**src/rtl/hdx_defer_pkg.sv**
```systemverilog
package hdx_defer_pkg;
    localparam int GAP_W = 8;
    localparam int SUM_W = GAP_W + 1;

    typedef struct packed {
        logic [SUM_W-1:0] cnt;
        logic             grant;
        logic [GAP_W-1:0] p1;
        logic [GAP_W-1:0] p2;
    } defer_st_t;
endpackage

```
**src/rtl/hdx_medium_sense.sv**
```systemverilog
module hdx_medium_sense (
    input  logic half_duplex_i,
    input  logic tx_active_i,
    input  logic rx_active_i,
    output logic busy_o
);
    // Carrier only matters when the medium is shared.
    assign busy_o = half_duplex_i & (tx_active_i | rx_active_i);
endmodule

```
**src/rtl/hdx_gap_window.sv**
```systemverilog
module hdx_gap_window
    import hdx_defer_pkg::*;
(
    input  logic [SUM_W-1:0] cnt_i,
    input  logic [GAP_W-1:0] p1_i,
    input  logic [GAP_W-1:0] p2_i,
    output logic [SUM_W-1:0] total_o,
    output logic             done_o,
    output logic             first_o
);
    assign total_o = {1'b0, p1_i} + {1'b0, p2_i};
    assign done_o  = (cnt_i >= total_o);
    assign first_o = (cnt_i < {1'b0, p1_i});
endmodule

```
**src/rtl/hdx_defer_timer.sv**
```systemverilog
module hdx_defer_timer
    import hdx_defer_pkg::*;
#(
    parameter logic [GAP_W-1:0] PART1_RST = GAP_W'(64),
    parameter logic [GAP_W-1:0] PART2_RST = GAP_W'(32)
) (
    input  logic             clk,
    input  logic             rst_n,
    input  logic             half_duplex_i,
    input  logic             two_part_i,
    input  logic             tx_active_i,
    input  logic             rx_active_i,
    input  logic             frame_pending_i,
    input  logic             tx_start_i,
    input  logic             cfg_load_i,
    input  logic [GAP_W-1:0] cfg_part1_i,
    input  logic [GAP_W-1:0] cfg_part2_i,
    output logic             start_ok_o
);
    defer_st_t        st_d, st_q;
    logic             busy_w, done_w, first_w, elig_w, restart_w;
    logic [SUM_W-1:0] total_w, cnt_q;

    assign cnt_q = st_q.cnt;

    hdx_medium_sense u_sense (
        .half_duplex_i (half_duplex_i),
        .tx_active_i   (tx_active_i),
        .rx_active_i   (rx_active_i),
        .busy_o        (busy_w)
    );

    hdx_gap_window u_window (
        .cnt_i   (st_q.cnt),
        .p1_i    (st_q.p1),
        .p2_i    (st_q.p2),
        .total_o (total_w),
        .done_o  (done_w),
        .first_o (first_w)
    );

    // Two-stage: only the first stage, or an idle finished count, restarts.
    assign elig_w    = two_part_i ? (first_w | (done_w & ~frame_pending_i)) : 1'b1;
    assign restart_w = busy_w & elig_w & ~st_q.grant;

    always_comb begin
        st_d = st_q;
        if (cfg_load_i) begin
            st_d.p1 = cfg_part1_i;
            st_d.p2 = cfg_part2_i;
        end
        if (tx_start_i) begin
            st_d.cnt   = '0;
            st_d.grant = 1'b0;
        end else if (!st_q.grant) begin
            if (restart_w) begin
                st_d.cnt = '0;
            end else begin
                if (frame_pending_i && done_w) st_d.grant = 1'b1;
                if (!done_w) st_d.cnt = st_q.cnt + SUM_W'(1);
            end
        end
    end

    always_ff @(posedge clk or negedge rst_n) begin
        if (!rst_n) begin
            st_q <= '{cnt: '0, grant: 1'b0, p1: PART1_RST, p2: PART2_RST};
        end else begin
            st_q <= st_d;
        end
    end

    assign start_ok_o = st_q.grant;
endmodule

```
**config.mk**
```make
export PLATFORM = sky130hd
export DESIGN_NAME = hdx_defer_timer
export DESIGN_NICKNAME = d
export VERILOG_FILES = /design/src/rtl/hdx_defer_pkg.sv /design/src/rtl/hdx_medium_sense.sv /design/src/rtl/hdx_gap_window.sv /design/src/rtl/hdx_defer_timer.sv
export SDC_FILE = /design/constraint.sdc
export NUM_CORES = 1
export LEC_CHECK = 0
export BUFFER_PORTS_ARGS = -buffer_cell sky130_fd_sc_hd__buf_4
export CAP_MARGIN = 20
export CORE_MARGIN = 1
export CORE_UTILIZATION = 35
export DETAILED_ROUTE_END_ITERATION = 8
export HOLD_SLACK_MARGIN = 0.12
export PLACE_DENSITY = 0.58
export SLEW_MARGIN = 0
export SYNTH_ARGS = -nofsm -noshare
export SYNTH_HDL_FRONTEND = slang
export SYNTH_SLANG_ARGS = --single-unit
```
**constraint.sdc**
```tcl
create_clock -name clk -period 5.6 [get_ports clk]
set_input_delay 1.68 -clock clk [delete_from_list [all_inputs] [get_ports clk]]
set_output_delay 1.68 -clock clk [all_outputs]
set_load 0.02 [all_outputs]
```
## Yosys cells after proc, flatten, opt, wreduce, memory -nomap -nowiden

Index checks and enable logic that the tools add are counted.

| word-level totals | value |
|---|---|
| bits in registers | 26 |
| bits in latches | 0 |
| memory bits (writable) | 0 |
| ROM bits | 0 |
| input bits | 25 |
| output and inout bits | 1 |
| memories kept | 0 |

| operators by class | value |
|---|---|
| $add $sub $neg | 2 |
| $mul | 0 |
| div/mod/pow operators | 0 |
| order comparisons | 2 |
| eq/ne operators | 2 |
| shifts and indexed selects | 0 |
| mux-type cells | 7 |
| bitwise logic cells | 8 |
| reductions and logical operators | 2 |

Operators by type and width:

| kind | count |
|---|---|
| two-way mux 10 bit | 2 |
| two-way mux 9 bit | 2 |
| adder 8 x 8 -> 9 bit | 1 |
| adder 9 x 1 -> 9 bit, second input constant | 1 |
| >= comparator 9 bit | 1 |
| < comparator 9 x 8 -> 1 bit | 1 |
| bitwise AND 1 bit | 4 |
| two-way mux 1 bit | 3 |
| != test 3 x 2 -> 1 bit, second input constant | 1 |
| != test 2 bit, second input constant | 1 |
| inverter 1 bit | 2 |
| OR 1 bit | 2 |
| AND reduction 2 bit | 1 |
| logical AND 1 bit | 1 |

## Longest topological paths before layout

Gate-level depths: netlist of run 1.

| depth | value |
|---|---|
| word-level depth | 10 |
| gate-level depth with buffers | 16 |
| mapped depth without buffers | 14 |

## Hierarchy

Synthesis of run 1 repeated with hierarchy kept, for this count alone.

| unflattened totals | value |
|---|---|
| cells, all modules | 187 |
| area total of the unflattened synthesis | 1905.6 um2 |

By module, submodules not included:

| module | instances | cells an instance | area each (um2) |
|---|---|---|---|
| hdx_defer_timer | 1 | 86 | 1143.6 |
| hdx_gap_window | 1 | 100 | 754.5 |
| hdx_medium_sense | 1 | 1 | 7.5 |

## Worst setup path before layout of run 1

No wires, ideal clock.

| timing path | value |
|---|---|
| path type | register -> register |
| from | register st_q[8] (netlist name) |
| to | register st_q, in the netlist cnt_q[8] |
| arrival time | 2992 ps |
| setup slack | 2520 ps |
| stages on the path, launching flop included | 15 |
| path buffers | 1 |
| path through | dfrtp_1 -> ha_1 -> inv_1 -> fa_1 -> nor2b_1 -> o21ai_0 -> a21boi_0 -> o21ai_0 -> a21bo_2 -> ha_1 -> a21oi_1 -> o21ai_1 -> clkbuf_1 -> o211ai_1 -> a211oi_2 |

| on the way | value |
|---|---|
| cells in the longest elaborated chain, start to end | 10 |
| elaborated cells between the ends (all ways) | 13 |
| classes of those cells | 1 x add/sub; 2 x order compare; 1 x eq/ne; 4 x mux; 4 x bitwise; 1 x reduce/logical |

Ends and longest elaborated chain:

| item | line | text |
|---|---|---|
| from (decl) | hdx_defer_timer.sv:20 | `defer_st_t st_d, st_q;` |
| from (signal assigned) | hdx_defer_timer.sv:67 | `st_q <= '{cnt: '0, grant: 1'b0, p1: PART1_RST, p2: PART2_RST};` |
| from (signal assigned) | hdx_defer_timer.sv:69 | `st_q <= st_d;` |
| adder 8 x 8 -> 9 bit | hdx_gap_window.sv:11 | `assign total_o = {1'b0, p1_i} + {1'b0, p2_i};` |
| >= comparator 9 bit | hdx_gap_window.sv:12 | `assign done_o = (cnt_i >= total_o);` |
| bitwise AND 1 bit | hdx_defer_timer.sv:43 | `assign elig_w = two_part_i ? (first_w \| (done_w & ~frame_pending_i)) : 1'b1;` |
| OR 1 bit | hdx_defer_timer.sv:43 |  |
| two-way mux 1 bit | hdx_defer_timer.sv:43 |  |
| bitwise AND 1 bit (2 in a row) | hdx_defer_timer.sv:44 | `assign restart_w = busy_w & elig_w & ~st_q.grant;` |
| two-way mux 9 bit | hdx_defer_timer.sv:56 | `if (restart_w) begin` |
| two-way mux 10 bit | hdx_defer_timer.sv:55 | `end else if (!st_q.grant) begin` |
| two-way mux 10 bit | hdx_defer_timer.sv:52 | `if (tx_start_i) begin` |

Parallel ways exist; a longest one is shown, timed or not. The select of a mux whose other input is x is not followed.
A chain may end at the register's enable or synchronous reset.

## Worst setup path after layout of run 1

Same ends and word-level chain as after synthesis.

==> impl_metrics.env, run 1 <==
export IMPL_cp_max_fo=19
export IMPL_rsz0062_at_grt="false"
export IMPL_synth_mux_area_share_pct=4.70
export IMPL_power_frac_seq_pct=41.7
export IMPL_yosysTopAreaCell="dfrtp_1"
export IMPL_powerDensity_mw_per_mm2=223
export IMPL_rrSetupSlack_ns=2.22
export IMPL_synth_top_cell_area_share_pct=31.3
export IMPL_reg2reg_from="st_q[8]"
export IMPL_synthSimpleGateAreaFrac_pct=13.8
export IMPL_power_switching_share_pct=28.4
export IMPL_synthesis_area_sq_mm=0.00192
export IMPL_holdPathEnd="st_q[0]"
export IMPL_clkTransAtPathRegs_ns=0.10
export IMPL_fin_area_sq_mm=0.00225
export IMPL_hold_path_class="flop to flop"
export IMPL_die_area_sq_mm=0.00578
export IMPL_rr_worst_depth=14
export IMPL_fp_dieW_um=76.0
export IMPL_maxCapViolations=0
export IMPL_p_switching_w=0.000142
export IMPL_ys_ff_latch=26
export IMPL_cts_root_buf="clkbuf_8"
export IMPL_core_sq_mm=0.00520
export IMPL_ctsHtreeMaxLevel=1
export IMPL_dr_pass1_iters=4
export IMPL_grt_pass1_vias=1517
export IMPL_end_kind="flop"
export IMPL_r2r_end="cnt_q[8]"
export IMPL_synth_adder_area_share_pct=17.4
export IMPL_synth_top_family_by_area="compound AO/OA/AOI/OAI gates"
export IMPL_final_cell_mix="buf_4, ha_1, dfrtp_1"
export IMPL_overflow=0
export IMPL_fin_setup_tns_ns=0
export IMPL_num_fill_cells=549
export IMPL_hold_viol_final=0
export IMPL_drt_initial_drc_count=56
export IMPL_min_from="st_q[0]"
export IMPL_placed_area_sq_mm=0.00218
export IMPL_dr_total_vias=1543
export IMPL_gp_congestion=0.791
export IMPL_dp_hpwl_mm=3.04
export IMPL_yosysWarnings=0
export IMPL_grt_pass1_wl_mm=7.14
export IMPL_arrival_ns=3.58
export IMPL_grt_start_max_net_pins=27
export IMPL_hold_depth=1
export IMPL_drive_gt1_share_pct=21.3
export IMPL_port_buffer_count=25
export IMPL_max_slew_worst_pin_slew_ns=0.979
export IMPL_detail_route_wl_per_cell_um=13.5
export IMPL_leakage_nw=1.03
export IMPL_rows=26
export IMPL_setup_violations=0
export IMPL_synth_seq_area_share_pct=34.1
export IMPL_syn_inst=206
export IMPL_grt_antenna_before_repair=0
export IMPL_syn_avg_cell_area_sq_um=9.31
export IMPL_slew_viol_final=0
export IMPL_cts_tree="built"
export IMPL_dieHeight_um=76.0
export IMPL_fin_crit_sh_pct=60.4
export IMPL_avgViaCountPerCell=5.14
export IMPL_fmax_mhz=295
export IMPL_cts_sinks=26
export IMPL_min_period_ns=3.38
export IMPL_crit_type="flop to flop"
export IMPL_start_util_pct=36.8
export IMPL_antenna_left=0
export IMPL_yosysUniqueCellTypes=38
export IMPL_final_common_cell="buf_4"
export IMPL_ios=26
export IMPL_syn_nets=257
export IMPL_synth_top_cells_by_area="dfrtp_1, ha_1, mux2_2"
export IMPL_drc=0
export IMPL_cts_buffer_depth=2
export IMPL_clock_latency_ns=0.28
export IMPL_grtUsageTotal_pct=15.2
export IMPL_p_int_w=0.000359
export IMPL_final_nets=282
export IMPL_cts_resized=0
export IMPL_cts_hold_buf=0
export IMPL_post_cts_setup_buffers=0
export IMPL_synth_compound_area_share_pct=23.6
export IMPL_routed_wl_mm=4.05
export IMPL_ir_drop_mv=0.119
export IMPL_slew_headroom_pct=34.8
export IMPL_fin_skew_ns=0.00465
export IMPL_pwr_share_clk_pct=32.4
export IMPL_combPwrFrac_pct=25.8
export IMPL_diodes=0
export IMPL_status="complete, no violations"
export IMPL_cp_start_kind="flop"
export IMPL_synthXorXnorAreaFrac_pct=2.28
export IMPL_syn_to_final_growth_pct=17.6
export IMPL_required_ns=5.79
export IMPL_numCtsBuffers=3
==> worst max-delay path: stages (launching register included) <==
cell and delay, ns:
dfrtp_1 0.41, ha_1 0.20, inv_1 0.07, fa_1 0.21, nor2b_1 0.06, o21ai_0 0.20
a21boi_0 0.15, o31ai_1 0.27, a21bo_2 0.26, ha_1 0.29, nand4_1 0.12, nor2_1 0.12
a21o_1 0.51, o211ai_1 0.20, a211oi_2 0.24
==> cell type report <==
type                    count  area [sq um]  area share, %
well taps                  70          87.6           3.88
repair buffers             27           206           9.16
multi-input cells         159          1180           52.5
flip-flops and latches     26           653           29.0
clock inverters             1          30.0           1.33
inverters                  14          52.6           2.33
clock buffers               3          41.3           1.83
==> logic make-up (layout without fill, tap and decap cells) <==
family          Yosys count  in the layout
compound gates           66             66
mux                       8              8
xor+xnor                  5              5
buf+inv                  21             45
simple gates             54             54
flops                    26             26
fa+ha+maj                26             26
==> worst max-delay path by stage <==
stage | startpoint | to | slack [ns] | depth (start not counted)
after floorplan | st_q[8] | cnt_q[8] | 2.52 | 14
after global placement | st_q[0] | cnt_q[0] | 2.01 | 13
after detailed placement | st_q[8] | cnt_q[0] | 2.26 | 14
after CTS | st_q[8] | cnt_q[5] | 2.21 | 14
after global routing | st_q[8] | start_ok_o | 1.84 | 14
final | st_q[8] | cnt_q[8] | 2.22 | 14
==> state kept, by name (all words and copies together) (netlist names) <==
register	cells
st_q	16
cnt_q	9
start_ok_o	1
==> per-layer routing <==
layer / track usage (%) / wire, um / vias up
li1: - / - / 802
met4: 3.46 / 20 / 0
met3: 2.16 / 109 / 2
met5: 0 / 0 / -
met1: 21.7 / 2080 / 720
met2: 24.5 / 1840 / 19
==> power by group through the flow <==
stage	Combinational (W)	Clock, W	Sequential (W)
global route	0.000151	0.000175	0.000212
floorplan	0.0000943	0	0.000210
finish	0.000130	0.000163	0.000210
CTS	0.000132	0.000166	0.000210
global placement	0.000129	0	0.000213
detailed placement	0.000132	0	0.000214
==> through the flow <==
step | cells | util [%] | power (W) | worst slack [ns] | hold slack (ns)
2_1_floorplan | 206 | - | 0.000305 | 2.52 | 0.487
3_3_place_gp | 295 | 41.7 | 0.000342 | 2.01 | 0.503
3_5_place_dp | 296 | 41.9 | 0.000345 | 2.26 | 0.510
4_1_cts | 300 | 43.3 | 0.000508 | 2.21 | 0.534
5_1_grt | 300 | 43.3 | 0.000538 | 1.84 | 0.558
6_report | 300 | 43.3 | 0.000502 | 2.22 | 0.529
==> cell usage after synthesis <==
| cell type | n |
|---|---|
| clkbuf_1 | 5 |
| a21boi_0 | 1 |
| nand2b_1 | 4 |
| dfrtp_1 | 24 |
| nor4_1 | 1 |
| nor2_1 | 8 |
| o22ai_1 | 1 |
| nand3_1 | 2 |
| or2_2 | 3 |
| nand2_2 | 1 |
| a211oi_2 | 1 |
| dfstp_2 | 2 |
| or3_4 | 1 |
| inv_1 | 14 |
| buf_2 | 1 |
| a21oi_1 | 8 |
| a21o_1 | 4 |
| o21a_1 | 1 |
| or3_1 | 4 |
| xor2_1 | 4 |
| nand4_1 | 3 |
| o2bb2ai_1 | 1 |
| mux2_2 | 8 |
| a211o_1 | 9 |
| nor2b_1 | 3 |
| o211ai_1 | 9 |
| o21ai_1 | 1 |
| ha_1 | 25 |
| or3_2 | 1 |
| o21ai_0 | 16 |
| xnor2_1 | 1 |
| buf_1 | 1 |
| o221ai_1 | 1 |
| o31ai_1 | 2 |
| a211oi_1 | 10 |
| a21bo_2 | 1 |
| fa_1 | 1 |
| nand2_1 | 23 |
Note: power is estimated with default switching activity, not from simulation.
==> run 2: changes to the inputs <==
ABC_AREA = 1   (was unset)
PLACE_DENSITY = 0.6   (was 0.58)
clock period = 2.7 ns   (was 5.6 ns; I/O delays follow)
==> impl_metrics.env, run 2 <==
export IMPL_avgViaCountPerCell=4.74
export IMPL_syn_avg_cell_area_sq_um=8.50
export IMPL_antenna_left=0
export IMPL_synth_seq_area_share_pct=33.2
export IMPL_rrSetupSlack_ns=-0.13
export IMPL_syn_inst=231
export IMPL_reg2reg_from="st_q[8]"
export IMPL_ys_ff_latch=26
export IMPL_syn_nets=282
export IMPL_numCtsBuffers=3
export IMPL_final_cell_mix="nand2_1, buf_4, inv_1"
export IMPL_syn_to_final_growth_pct=20.4
export IMPL_dp_hpwl_mm=2.98
export IMPL_ir_drop_mv=0.207
export IMPL_cp_max_fo=4
export IMPL_ys_top_cells_by_count="nand2_1, inv_1, ha_1"
export IMPL_rr_worst_depth=17
export IMPL_rows=26
export IMPL_overflow=0
export IMPL_crit_type="flop to flop"
export IMPL_hold_path_class="input port to async pin"
export IMPL_synth_ff_type="dfrtp_1"
export IMPL_fin_skew_ns=0.00899
export IMPL_cts_hold_buf=0
export IMPL_slew_viol_final=0
export IMPL_dr_total_vias=1577
export IMPL_cp_start_kind="flop"
export IMPL_place_ws_ns=-0.0650
export IMPL_grt_pass1_wl_mm=6.89
export IMPL_synth_compound_area_share_pct=7.45
export IMPL_top_register="st_q"
export IMPL_synth_top_cell_area_share_pct=30.6
export IMPL_final_common_cell="nand2_1"
export IMPL_core_sq_mm=0.00527
export IMPL_synthArstFlopShare_pct=100
export IMPL_required_ns=2.91
export IMPL_cts_root_buf="clkbuf_8"
export IMPL_synthesis_area_sq_mm=0.00196
export IMPL_powerDensity_mw_per_mm2=416
export IMPL_largest_reg_flops=16
export IMPL_fp_dieW_um=76.9
export IMPL_r2r_end="cnt_q[6]"
export IMPL_maxCapViolations=0
export IMPL_dieHeight_um=76.9
export IMPL_synthSimpleGateAreaFrac_pct=24.5
export IMPL_rsz0062_at_grt="true"
export IMPL_whs_ns=0.424
export IMPL_grt_antenna_before_repair=0
export IMPL_fin_ws_ns=-0.129
export IMPL_leakage_nw=1.26
export IMPL_arrival_ns=3.04
export IMPL_yosysMostFrequentCell="nand2_1"
export IMPL_status="finished with violations"
export IMPL_dr_pass1_iters=4
export IMPL_port_buffer_count=25
export IMPL_diodes=0
export IMPL_clock_latency_ns=0.27
export IMPL_cts_tree="built"
export IMPL_synth_mux_area_share_pct=4.59
export IMPL_gp_congestion=0.782
export IMPL_yosysUniqueCellTypes=32
export IMPL_grtUsageTotal_pct=14.4
export IMPL_synth_top_family_by_area="simple AND/OR/NAND/NOR gates"
export IMPL_min_period_ns=2.83
export IMPL_synth_top_cells_by_area="dfrtp_1, ha_1, nand2_1"
export IMPL_yosysWarnings=0
export IMPL_start_util_pct=37.3
export IMPL_detail_route_wl_per_cell_um=11.7
export IMPL_synthXorXnorAreaFrac_pct=5.35
export IMPL_clkTransAtPathRegs_ns=0.09
export IMPL_setup_violations=10
export IMPL_synth_edf_count=0
export IMPL_slew_headroom_pct=67.9
export IMPL_cts_buffer_depth=2
export IMPL_grt_start_max_net_pins=27
export IMPL_drive_gt1_share_pct=25.5
export IMPL_routed_wl_mm=3.88
export IMPL_failed_checks="negative setup slack"
export IMPL_die_area_sq_mm=0.00592
export IMPL_cts_sinks=26
export IMPL_num_fill_cells=554
export IMPL_hold_viol_final=0
export IMPL_ctsHtreeMaxLevel=1
export IMPL_grt_pass1_vias=1489
export IMPL_drt_initial_drc_count=72
export IMPL_fmax_mhz=353
export IMPL_max_slew_worst_pin_slew_ns=0.479
export IMPL_fin_crit_sh_pct=105
export IMPL_drc=0
export IMPL_final_nets=315
export IMPL_end_kind="flop"
export IMPL_synth_adder_area_share_pct=16.9
export IMPL_ios=26
export IMPL_yosysTopAreaCell="dfrtp_1"
export IMPL_power_w=0.000983
[run 2: cell types whose count changed after synthesis, sizes merged, moves of 6 or more]
cell | previous run | this run
nand3 | 2 | 8
a211oi | 11 | 0
inv | 14 | 32
o211ai | 9 | 0
nand4 | 3 | 19
a211o | 9 | 0
nand2 | 24 | 55
o21ai | 17 | 9
or3 | 6 | 0
[run 2: critical path, stage by stage, from the launching register on]
cell,delay (ns)
dfrtp_1,0.36
ha_2,0.19
inv_2,0.04
fa_2,0.37
o21ai_2,0.19
a21oi_2,0.08
o21bai_2,0.16
nand2_1,0.07
nand2_1,0.08
a21oi_2,0.05
ha_1,0.30
a21oi_1,0.13
o21a_1,0.17
nand2_4,0.08
nor2_4,0.17
buf_6,0.13
nand4_1,0.09
nand2_1,0.09
[run 2: per-stage QoR]
stage	utilization, %	cells	TNS, ns	instance area (sq um)
finish	44.9	333	-1.13	2370
global route	44.9	333	-3.39	2370
CTS	44.1	333	-0.487	2320
detailed placement	42.9	327	-0.508	2260
global placement	42.9	327	-0.0502	2260
floorplan	-	231	0	1970
[run 2: kinds of logic (layout without fill, tap and decap cells)]
family,count (synthesis),in the layout
xor gates and xnor gates,12,12
and+or+nand+nor,96,97
AOI/OAI and AO/OA,25,25
muxes,8,8
DFF,26,26
buffers and inverters,38,69
adders and majority gates,26,26
[run 2: how the worst max path moves through the flow]
stage            start  endpoint  slack, ns
3_3_place_gp   st_q[8]  cnt_q[2]      -0.02
3_5_place_dp   st_q[8]  cnt_q[1]      -0.06
5_1_grt        st_q[0]  cnt_q[4]      -0.35
4_1_cts        st_q[8]  cnt_q[2]      -0.06
2_1_floorplan  st_q[8]  cnt_q[1]       0.03
6_report       st_q[8]  cnt_q[6]      -0.13
[run 2: power by group]
| group | internal, W | leakage, nW | switching (W) |
|---|---|---|---|
| Combinational | 0.000150 | 0.916 | 0.000175 |
| Sequential | 0.000417 | 0.326 | 0.0000158 |
| Clock | 0.000106 | 0.0228 | 0.000121 |
[run 2: metal layers]
layer / up-vias / track usage [%] / part of all wire [%]
li1: 839 / - / -
met1: 713 / 21.1 / 52
met2: 21 / 22.0 / 45
met3: 4 / 2.62 / 2.8
met4: 0 / 2.88 / 0.70
met5: - / 0 / 0
[run 2: cell type report]
cell class | instances | area (sq um) | area share [%]
multi-input combinational | 168 | 1210 | 51.0
tap | 70 | 87.6 | 3.70
sequential | 26 | 653 | 27.6
timing repair buffer | 32 | 248 | 10.5
clock buffer | 4 | 45.0 | 1.90
inverter | 33 | 126 | 5.34
[run 2: timing repair]
item | CTS | global route
endpoints found under the setup margin | 10 | 10
cloned | 1 | 0
setup buffers | 1 | 0
gates resized for setup | 0 | 11
pin swaps | 2 | 23
==> run 3: changes to the inputs <==
SKIP_CTS_REPAIR_TIMING = 1   (was unset)
==> impl_metrics.env, run 3 (synthesis results as in run 2) <==
export IMPL_status="finished with violations"
export IMPL_failed_checks="negative setup slack"
export IMPL_grtUsageTotal_pct=14.1
export IMPL_fp_dieW_um=76.9
export IMPL_antenna_left=0
export IMPL_dr_pass1_iters=4
export IMPL_numCtsBuffers=3
export IMPL_grt_pass1_wl_mm=6.73
export IMPL_ctsHtreeMaxLevel=1
export IMPL_overflow=0
export IMPL_maxCapViolations=0
export IMPL_start_util_pct=37.3
export IMPL_drt_initial_drc_count=88
export IMPL_required_ns=2.91
export IMPL_ir_drop_mv=0.204
export IMPL_final_common_cell="nand2_1"
export IMPL_fmax_mhz=360
export IMPL_arrival_ns=2.99
export IMPL_final_cell_mix="nand2_1, buf_4, inv_1"
export IMPL_routed_wl_mm=3.79
export IMPL_setup_violations=10
export IMPL_syn_to_final_growth_pct=19.2
export IMPL_dp_hpwl_mm=2.98
export IMPL_grt_pass1_vias=1466
export IMPL_cts_buffer_depth=2
export IMPL_dr_total_vias=1567
export IMPL_fin_crit_sh_pct=103
export IMPL_min_period_ns=2.78
export IMPL_reg2reg_from="st_q[8]"
export IMPL_drc=0
export IMPL_avgViaCountPerCell=4.72
export IMPL_ios=26
export IMPL_crit_type="flop to flop"
export IMPL_fin_ws_ns=-0.0756
export IMPL_rrSetupSlack_ns=-0.08
export IMPL_max_slew_worst_pin_slew_ns=0.484
export IMPL_place_ws_ns=-0.0650
export IMPL_hold_viol_final=0
export IMPL_clock_latency_ns=0.27
export IMPL_port_buffer_count=25
export IMPL_r2r_end="cnt_q[2]"
export IMPL_slew_headroom_pct=67.5
export IMPL_end_kind="flop"
export IMPL_cts_root_buf="clkbuf_8"
export IMPL_die_area_sq_mm=0.00592
export IMPL_cp_start_kind="flop"
export IMPL_rr_worst_depth=17
export IMPL_clkTransAtPathRegs_ns=0.09
export IMPL_final_nets=314
export IMPL_largest_reg_flops=16
export IMPL_drive_gt1_share_pct=24.8
export IMPL_top_register="st_q"
export IMPL_dieHeight_um=76.9
export IMPL_grt_start_max_net_pins=27
export IMPL_cts_tree="built"
export IMPL_slew_viol_final=0
export IMPL_detail_route_wl_per_cell_um=11.4
export IMPL_cts_sinks=26
export IMPL_cp_max_fo=5
export IMPL_whs_ns=0.426
export IMPL_leakage_nw=1.26
export IMPL_powerDensity_mw_per_mm2=417
export IMPL_diodes=0
export IMPL_rsz0062_at_grt="true"
export IMPL_core_sq_mm=0.00527
export IMPL_gp_congestion=0.782
export IMPL_fin_skew_ns=0.00843
export IMPL_grt_antenna_before_repair=0
export IMPL_rows=26
export IMPL_hold_path_class="input port to async pin"
[run 3: report_power, final]
part / internal (W) / switching (W) / total, W
Clock: 0.000106 / 0.000119 / 0.000225
Combinational: 0.000148 / 0.000172 / 0.000320
Sequential: 0.000417 / 0.0000157 / 0.000432
[run 3: how the worst max path moves through the flow]
stage                     startpoint        to  slack [ns]  cells past startpoint
after floorplan              st_q[8]  cnt_q[1]        0.03                     19
after global placement       st_q[8]  cnt_q[2]       -0.02                     17
after detailed placement     st_q[8]  cnt_q[1]       -0.06                     18
after CTS                    st_q[8]  cnt_q[2]       -0.10                     17
after global routing         st_q[0]  cnt_q[4]       -0.31                     17
final                        st_q[8]  cnt_q[2]       -0.08                     17
[run 3: worst max-delay path: stages, from the launching register on]
cell	delay [ns]
dfrtp_1	0.36
ha_2	0.19
inv_2	0.04
fa_2	0.38
o21ai_4	0.15
a21oi_2	0.08
o21bai_2	0.14
nand2_1	0.07
nand2_1	0.08
a21oi_2	0.06
ha_1	0.30
a21oi_1	0.13
o21a_1	0.17
nand2_4	0.08
nor2_4	0.17
buf_6	0.14
nand4_1	0.09
nand2_1	0.09
[run 3: through the flow]
step                std cells  setup TNS [ns]  total power, W  instance area [sq um]  utilization, %
detailed placement        327          -0.508        0.000746                   2260            42.9
CTS                       331          -0.850        0.000980                   2300            43.7
global route              332           -2.88         0.00105                   2340            44.4
finish                    332          -0.611        0.000977                   2340            44.4
global placement          327         -0.0502        0.000739                   2260            42.9
floorplan                 231               0        0.000652                   1970               -
[run 3: per-layer routing]
layer | vias to the layer above | track usage [%] | part of all wire [%]
li1 | 835 | - | -
met3 | 4 | 2.62 | 3.2
met2 | 23 | 21.6 | 45
met5 | - | 0 | 0
met1 | 705 | 20.5 | 51
met4 | 0 | 2.88 | 0.71
[run 3: cell type report]
cell class              instances  area [sq um]
clock buffers                   4          45.0
fillers                       549          2930
inverters                      33           126
multi-input cells             167          1180
flip-flops and latches         26           653
well taps                      70          87.6
repair buffers                 32           248
